## src/rtl/ipt_pkg.sv

```systemverilog
package ipt_pkg;

  localparam int DEF_VPN_W = 20;
  localparam int DEF_OFF_W = 12;
  localparam int DEF_IDX_W = 6;

  typedef enum logic [1:0] {
    OUT_NONE  = 2'd0,
    OUT_HIT   = 2'd1,
    OUT_FAULT = 2'd2,
    OUT_MISS  = 2'd3
  } outcome_e;

endpackage

```

## src/rtl/ipt_front.sv

```systemverilog
module ipt_front #(
  parameter int VPN_W = 20,
  parameter int OFF_W = 12,
  parameter int IDX_W = 6
) (
  input  logic             clk,
  input  logic             rst,
  input  logic             req_valid,
  input  logic [VPN_W-1:0] req_vpn,
  input  logic [OFF_W-1:0] req_off,
  output logic [IDX_W-1:0] hash_idx,
  output logic             s1_valid,
  output logic [VPN_W-1:0] s1_vpn,
  output logic [OFF_W-1:0] s1_off,
  output logic [IDX_W-1:0] s1_idx
);

  localparam int LO_W = VPN_W / 2;
  localparam int HI_W = VPN_W - LO_W;

  // Fold upper half onto lower half, keep IDX_W bits
  for (genvar i = 0; i < IDX_W; i++) begin : g_fold
    if (i < LO_W) begin : g_both
      assign hash_idx[i] = req_vpn[LO_W+i] ^ req_vpn[i];
    end else if (i < HI_W) begin : g_upper
      assign hash_idx[i] = req_vpn[LO_W+i];
    end else begin : g_zero
      assign hash_idx[i] = 1'b0;
    end
  end

  always_ff @(posedge clk) begin
    if (rst) begin
      s1_valid <= 1'b0;
    end else begin
      s1_valid <= req_valid;
    end
  end

  always_ff @(posedge clk) begin
    if (req_valid) begin
      s1_vpn <= req_vpn;
      s1_off <= req_off;
      s1_idx <= hash_idx;
    end
  end

  AST_STAGE1_FOLLOWS: assert property (@(posedge clk) disable iff (rst)
    req_valid |=> s1_valid);

endmodule

```

## src/rtl/ipt_table.sv

```systemverilog
module ipt_table #(
  parameter int TAG_W = 20,
  parameter int IDX_W = 6
) (
  input  logic             clk,
  input  logic             rst,
  input  logic             wr_en,
  input  logic [IDX_W-1:0] wr_idx,
  input  logic             wr_valid,
  input  logic             wr_present,
  input  logic [TAG_W-1:0] wr_tag,
  input  logic             rd_en,
  input  logic [IDX_W-1:0] rd_idx,
  output logic             rd_valid,
  output logic             rd_present,
  output logic [TAG_W-1:0] rd_tag
);

  localparam int DEPTH = 1 << IDX_W;

  // Resident flag and tag live in RAM; valid flags in flops for reset
  logic [TAG_W:0]   mem [DEPTH];
  logic [DEPTH-1:0] valid_q;

  always_ff @(posedge clk) begin
    if (wr_en) begin
      mem[wr_idx] <= {wr_present, wr_tag};
    end
  end

  // Read-first: registered read sees contents before a same-edge write
  always_ff @(posedge clk) begin
    if (rd_en) begin
      {rd_present, rd_tag} <= mem[rd_idx];
    end
  end

  always_ff @(posedge clk) begin
    if (rst) begin
      valid_q <= '0;
    end else if (wr_en) begin
      valid_q[wr_idx] <= wr_valid;
    end
  end

  always_ff @(posedge clk) begin
    if (rst) begin
      rd_valid <= 1'b0;
    end else if (rd_en) begin
      rd_valid <= valid_q[rd_idx];
    end
  end

  AST_INVALIDATE_STICKS: assert property (@(posedge clk) disable iff (rst)
    (wr_en && !wr_valid) |=> !valid_q[$past(wr_idx)]);

  AST_RESET_EMPTY: assert property (@(posedge clk)
    $past(rst) |-> (valid_q == '0));

endmodule

```

## src/rtl/ipt_resolve.sv

```systemverilog
module ipt_resolve
  import ipt_pkg::*;
#(
  parameter int VPN_W = 20,
  parameter int OFF_W = 12,
  parameter int IDX_W = 6
) (
  input  logic                   clk,
  input  logic                   rst,
  input  logic                   s1_valid,
  input  logic [VPN_W-1:0]       s1_vpn,
  input  logic [OFF_W-1:0]       s1_off,
  input  logic [IDX_W-1:0]       s1_idx,
  input  logic                   ent_valid,
  input  logic                   ent_present,
  input  logic [VPN_W-1:0]       ent_tag,
  output logic                   rsp_valid,
  output logic                   rsp_hit,
  output logic                   rsp_fault,
  output logic                   rsp_miss,
  output logic [IDX_W+OFF_W-1:0] rsp_pa
);

  localparam int PA_W = IDX_W + OFF_W;

  outcome_e         kind;
  logic             tag_eq;
  logic [PA_W-1:0]  pa_next;

  always_comb begin
    tag_eq  = ent_valid && (ent_tag == s1_vpn);
    kind    = OUT_NONE;
    pa_next = '0;
    if (s1_valid) begin
      if (!tag_eq) begin
        kind = OUT_MISS;
      end else if (ent_present) begin
        kind    = OUT_HIT;
        pa_next = {s1_idx, s1_off};
      end else begin
        kind = OUT_FAULT;
      end
    end
  end

  always_ff @(posedge clk) begin
    if (rst) begin
      rsp_valid <= 1'b0;
      rsp_hit   <= 1'b0;
      rsp_fault <= 1'b0;
      rsp_miss  <= 1'b0;
      rsp_pa    <= '0;
    end else begin
      rsp_valid <= s1_valid;
      rsp_hit   <= (kind == OUT_HIT);
      rsp_fault <= (kind == OUT_FAULT);
      rsp_miss  <= (kind == OUT_MISS);
      rsp_pa    <= pa_next;
    end
  end

  AST_ONE_OUTCOME: assert property (@(posedge clk) disable iff (rst)
    rsp_valid |-> ($countones({rsp_hit, rsp_fault, rsp_miss}) == 1));

  AST_IDLE_QUIET: assert property (@(posedge clk) disable iff (rst)
    !rsp_valid |-> ({rsp_hit, rsp_fault, rsp_miss} == 3'b000));

  AST_PA_ZERO_UNLESS_HIT: assert property (@(posedge clk) disable iff (rst)
    !rsp_hit |-> (rsp_pa == '0));

  AST_HIT_NEEDS_PRESENT: assert property (@(posedge clk) disable iff (rst)
    s1_valid |=> (rsp_hit == ($past(ent_present) && !rsp_miss)));

  AST_FAULT_NEEDS_TAG: assert property (@(posedge clk) disable iff (rst)
    rsp_fault |-> $past(ent_valid && !ent_present));

endmodule

```

## src/rtl/ipt_lookup.sv

```systemverilog
module ipt_lookup #(
  parameter int VPN_W = ipt_pkg::DEF_VPN_W,
  parameter int OFF_W = ipt_pkg::DEF_OFF_W,
  parameter int IDX_W = ipt_pkg::DEF_IDX_W
) (
  input  logic                   clk,
  input  logic                   rst,
  input  logic                   req_valid,
  input  logic [VPN_W-1:0]       req_vpn,
  input  logic [OFF_W-1:0]       req_off,
  input  logic                   wr_en,
  input  logic [IDX_W-1:0]       wr_idx,
  input  logic                   wr_valid,
  input  logic                   wr_present,
  input  logic [VPN_W-1:0]       wr_tag,
  output logic                   rsp_valid,
  output logic                   rsp_hit,
  output logic                   rsp_fault,
  output logic                   rsp_miss,
  output logic [IDX_W+OFF_W-1:0] rsp_pa
);

  logic [IDX_W-1:0] hash_idx;
  logic             s1_valid;
  logic [VPN_W-1:0] s1_vpn;
  logic [OFF_W-1:0] s1_off;
  logic [IDX_W-1:0] s1_idx;
  logic             ent_valid;
  logic             ent_present;
  logic [VPN_W-1:0] ent_tag;

  ipt_front #(.VPN_W(VPN_W), .OFF_W(OFF_W), .IDX_W(IDX_W)) u_front (
    .clk       (clk),
    .rst       (rst),
    .req_valid (req_valid),
    .req_vpn   (req_vpn),
    .req_off   (req_off),
    .hash_idx  (hash_idx),
    .s1_valid  (s1_valid),
    .s1_vpn    (s1_vpn),
    .s1_off    (s1_off),
    .s1_idx    (s1_idx)
  );

  ipt_table #(.TAG_W(VPN_W), .IDX_W(IDX_W)) u_table (
    .clk        (clk),
    .rst        (rst),
    .wr_en      (wr_en),
    .wr_idx     (wr_idx),
    .wr_valid   (wr_valid),
    .wr_present (wr_present),
    .wr_tag     (wr_tag),
    .rd_en      (req_valid),
    .rd_idx     (hash_idx),
    .rd_valid   (ent_valid),
    .rd_present (ent_present),
    .rd_tag     (ent_tag)
  );

  ipt_resolve #(.VPN_W(VPN_W), .OFF_W(OFF_W), .IDX_W(IDX_W)) u_resolve (
    .clk         (clk),
    .rst         (rst),
    .s1_valid    (s1_valid),
    .s1_vpn      (s1_vpn),
    .s1_off      (s1_off),
    .s1_idx      (s1_idx),
    .ent_valid   (ent_valid),
    .ent_present (ent_present),
    .ent_tag     (ent_tag),
    .rsp_valid   (rsp_valid),
    .rsp_hit     (rsp_hit),
    .rsp_fault   (rsp_fault),
    .rsp_miss    (rsp_miss),
    .rsp_pa      (rsp_pa)
  );

  AST_TWO_CYCLE_LATENCY: assert property (@(posedge clk) disable iff (rst)
    req_valid |=> ##1 rsp_valid);

  AST_NO_SPURIOUS_RSP: assert property (@(posedge clk) disable iff (rst)
    (!req_valid && !s1_valid) |=> ##1 !rsp_valid);

  AST_HIT_OFFSET_KEPT: assert property (@(posedge clk) disable iff (rst)
    req_valid |=> ##1 (!rsp_hit || (rsp_pa[OFF_W-1:0] == $past(req_off, 2))));

endmodule

```

## config.mk

```make
export PLATFORM = sky130hd
export DESIGN_NAME = ipt_lookup
export DESIGN_NICKNAME = d
export VERILOG_FILES = /design/src/rtl/ipt_pkg.sv /design/src/rtl/ipt_front.sv /design/src/rtl/ipt_table.sv /design/src/rtl/ipt_resolve.sv /design/src/rtl/ipt_lookup.sv
export SDC_FILE = /design/constraint.sdc
export NUM_CORES = 2
export LEC_CHECK = 0
export BUFFER_PORTS_ARGS = -buffer_cell sky130_fd_sc_hd__buf_2
export CELL_PAD_IN_SITES_DETAIL_PLACEMENT = 1
export CELL_PAD_IN_SITES_GLOBAL_PLACEMENT = 1
export CORE_ASPECT_RATIO = 1.4
export CORE_MARGIN = 2
export CORE_UTILIZATION = 56
export DETAILED_ROUTE_END_ITERATION = 12
export PLACE_DENSITY_LB_ADDON = 0.1
export SETUP_SLACK_MARGIN = 0.5
export SLEW_MARGIN = 20
export SYNTH_ARGS = -nofsm -noshare
export SYNTH_HDL_FRONTEND = slang
export SYNTH_SLANG_ARGS = --single-unit
```

## constraint.sdc

```tcl
create_clock -name clk -period 4.9 [get_ports clk]
set_input_delay 1.47 -clock clk [delete_from_list [all_inputs] [get_ports clk]]
set_output_delay 1.47 -clock clk [all_outputs]
set_load 0.05 [all_outputs]
```

==> results.toml <==
[place]
routabilityCongestion = 0.863
post-place-cells = 4128
portBuffers = 85
post_dp_cell_area_mm2 = 0.0603
dp_hpwl_mm = 97.0
post-place-ws_ns = 0.218

[global_route]
grt_first_pass_wirelength_mm = 223
number_of_global_route_vias_before_repair = 30600
antenna_found_initial = 13
groute.usage.overall = 0.309
grt-ovfl-total = 0
grt_max_degree = 66

[setup_path]
worst-path-max-fanout = 57
critPathLaunchType = "primary input"
crit_type = "in -> reg"
worst_ep_arrival_time_ns = 4.49
crit_path_end_kind = "register"
crit_required_ns = 5.39

[routing]
dr.first_iter.drc_count = 3610
detail_route.first_pass.iterations = 5
wl_mm = 156
route.detailed.drc = 0
route.vias.total = 28800
antenna_left = 0
avgViaCountPerCell = 6.58
routed_wire_length_per_instance_um = 35.7

[sta]
fin_worst_skew_ns = 0.0234
rsz0062_at_grt = "no"
final.hold.worst_slack_ns = 0.455
slew_headroom = 0.240
final_critical_path_setup_slack_ns = 0.904
worstMarginPinSlew_ns = 1.14
hold_viol_final = 0
period_needed_ns = 4.00
period_share = 0.816
final-setup-viol-count = 0
totalNegativeSetupSlack_ns = 0
slew_viol_final = 0
fmax_mhz = 250

[cts]
clock_tree.buffer_depth = 3
worst_path_clk_slew_ns = 0.06
cts-root-buf = "clkbuf_16"
insertion_delay_ns = 0.78
numCtsBuffers = 139
clock_tree.htree_level_count = 4
clock_sinks = 1491
postCtsHoldBufs = 0
clock_tree_from_tritoncts = "done"
post_cts_setup_buffers = 0
cts-resized-gates = 0

[synth]
portion_of_netlist_area_occupied_by_mux_cells = 0.170
synth_top_family_by_area = "multiplexers"
postSynthNetCount = 2712
postSynthRegisterBits = 1491
postSynth.topFlopCell = "edfxtp_1"
proportion_of_register_bits_with_asynchronous_set_or_reset_after_synthesis = 0
netlist.top_cell.by_area = "edfxtp_1"
syn_inst = 2648
synthDominantCellAreaShare = 0.743
synth_seq_area_share = 0.774
leading_post_synthesis_cells_by_cell_area = "edfxtp_1, mux4_2, dfxtp_1"
syn_area_mm2 = 0.0567
post_synth_fa_ha_maj_area_fraction = 0
synth-xor-area-share = 0.00428
post_synth_and_or_nand_nor_area_fraction = 0.0196
synth_warnings = 0
synth-edff-count = 1403
post_synth.cell_area_avg_um2 = 21.4
share_of_the_synthesized_area_in_compound_gates_ao_oa_aoi_oai = 0.0214
ys_types = 35

[power]
share_comb_of_total_power = 0.086
p_clk_frac = 0.389
leakagePower_uw = 0.0210
netSwitchingPower_uw = 6090
p_per_area_mw_per_mm2 = 418
cellInternalPower_uw = 20900
seqPwrFrac = 0.524
ir_worst_vdd_mv = 0.366
power_switching_share = 0.225

[floorplan]
start_util = 0.563
io_pins = 86
fp.dieH_um = 381
dieWidth_um = 273
coreArea_mm2 = 0.101
die-area_mm2 = 0.104
core.rowCount = 138

[finish]
finish.cell_count_without_fillers = 4378
layout-drive-gt1-share = 0.301
area_delta_synth_final_pct = 14.0
layout.filler_cells = 8154
fin_area_mm2 = 0.0647
total_number_of_nets_in_the_final_design = 3003

[run_status]
outcome = "finished clean"

[flow_run]
max-cap-violations = 0

[worst_hold_path]
min_path_type = "reg -> reg"
==> critical path: stages <==
cell and delay (ns):
buf_2 0.12, xnor2_2 0.28, inv_8 0.13, buf_12 0.35, buf_12 0.34, mux4_2 0.34
mux2i_1 0.30, o22ai_1 0.40, or4_1 0.62
==> final timing paths <==
kind / endpoint / cells past startpoint / slack (ns) / from
max: u_table.rd_tag[11] / 9 / 0.90 / req_vpn[1]
min: u_resolve.rsp_pa[12] / 1 / 0.45 / u_front.s1_idx[0]
max reg2reg: u_resolve.rsp_pa[0] / 6 / 2.04 / u_front.s1_vpn[14]
min reg2reg: u_resolve.rsp_pa[12] / 1 / 0.45 / u_front.s1_idx[0]
==> placed cells by master, fill, tap and decap left out, types with 14 or more instances in the layout <==
cell,netlist,routed
o21ai_0,65,65
or4_1,22,22
dfxtp_1,88,88
mux2i_1,172,172
xnor2_1,14,14
nor2_2,0,64
a21oi_1,66,66
o22ai_1,85,85
and2_1,19,19
edfxtp_1,1403,1403
nand2_1,85,85
buf_2,48,80
buf_12,0,25
clkinv_2,0,25
clkbuf_1,66,29
buf_4,5,192
clkbuf_16,0,147
mux4_2,350,350
nand3_1,15,15
clkinv_1,1,23
==> state kept, by name, indices dropped and copies added (netlist names) <==
signal               cells
u_table.mem           1344
u_table.valid_q         64
u_front.s1_vpn          20
u_table.rd_tag          20
u_resolve.rsp_pa        18
u_front.s1_off          12
u_front.s1_idx           6
u_front.s1_valid         1
u_resolve.rsp_fault      1
u_resolve.rsp_hit        1
u_resolve.rsp_miss       1
u_resolve.rsp_valid      1
u_table.rd_present       1
u_table.rd_valid         1
==> metal layers <==
| layer | wire, µm | GRT usage | up-vias |
|---|---|---|---|
| met5 | 53 | 0 | - |
| met4 | 8700 | 0.152 | 8 |
| met3 | 11700 | 0.0587 | 346 |
| met2 | 76200 | 0.491 | 1420 |
| met1 | 59400 | 0.416 | 15500 |
| li1 | - | - | 11600 |
==> cell families (layout without fill, tap and decap cells) <==
kind of cell,count (synthesis),after routing
xor+xnor,26,26
flops,1491,1491
simple gates,238,238
buf+inv,151,550
mux,523,523
compound gates,219,219
other cells,0,1
==> metrics by stage <==
stage,util,total power (µW)
final,0.641,27000
after CTS,0.641,27200
after global placement,0.598,16700
after detailed placement,0.598,16800
after floorplan,-,15600
after global routing,0.641,27700
==> final cells by class <==
class                   instances  area (µm²)  share of cell area
diodes                          1        2.50           0.0000387
clock buffers                 182        3870              0.0598
clock inverters                67         505             0.00782
inverters                       4        22.5            0.000348
multi-input cells            1006       12400               0.191
flip-flops and latches       1491       43900               0.679
well taps                    1330        1660              0.0257
repair buffers                297        2340              0.0362
==> synth_stat cells, types with 15 or more instances <==
cell / count
buf_2: 48
a21oi_1: 66
buf_1: 28
o22ai_1: 85
dfxtp_1: 88
nand3_1: 15
mux4_2: 350
edfxtp_1: 1403
o21ai_0: 65
or4_1: 22
nor2_1: 72
nand2_1: 85
clkbuf_1: 66
and2_1: 19
mux2i_1: 172
==> power by group through the flow <==
stage	Clock, µW	Sequential, µW	Combinational [µW]
floorplan	0	14400	1260
global placement	0	14400	2270
detailed placement	0	14400	2330
CTS	10700	14200	2340
global route	11100	14200	2440
finish	10500	14200	2330
Note: power is estimated with default switching activity, not from simulation.
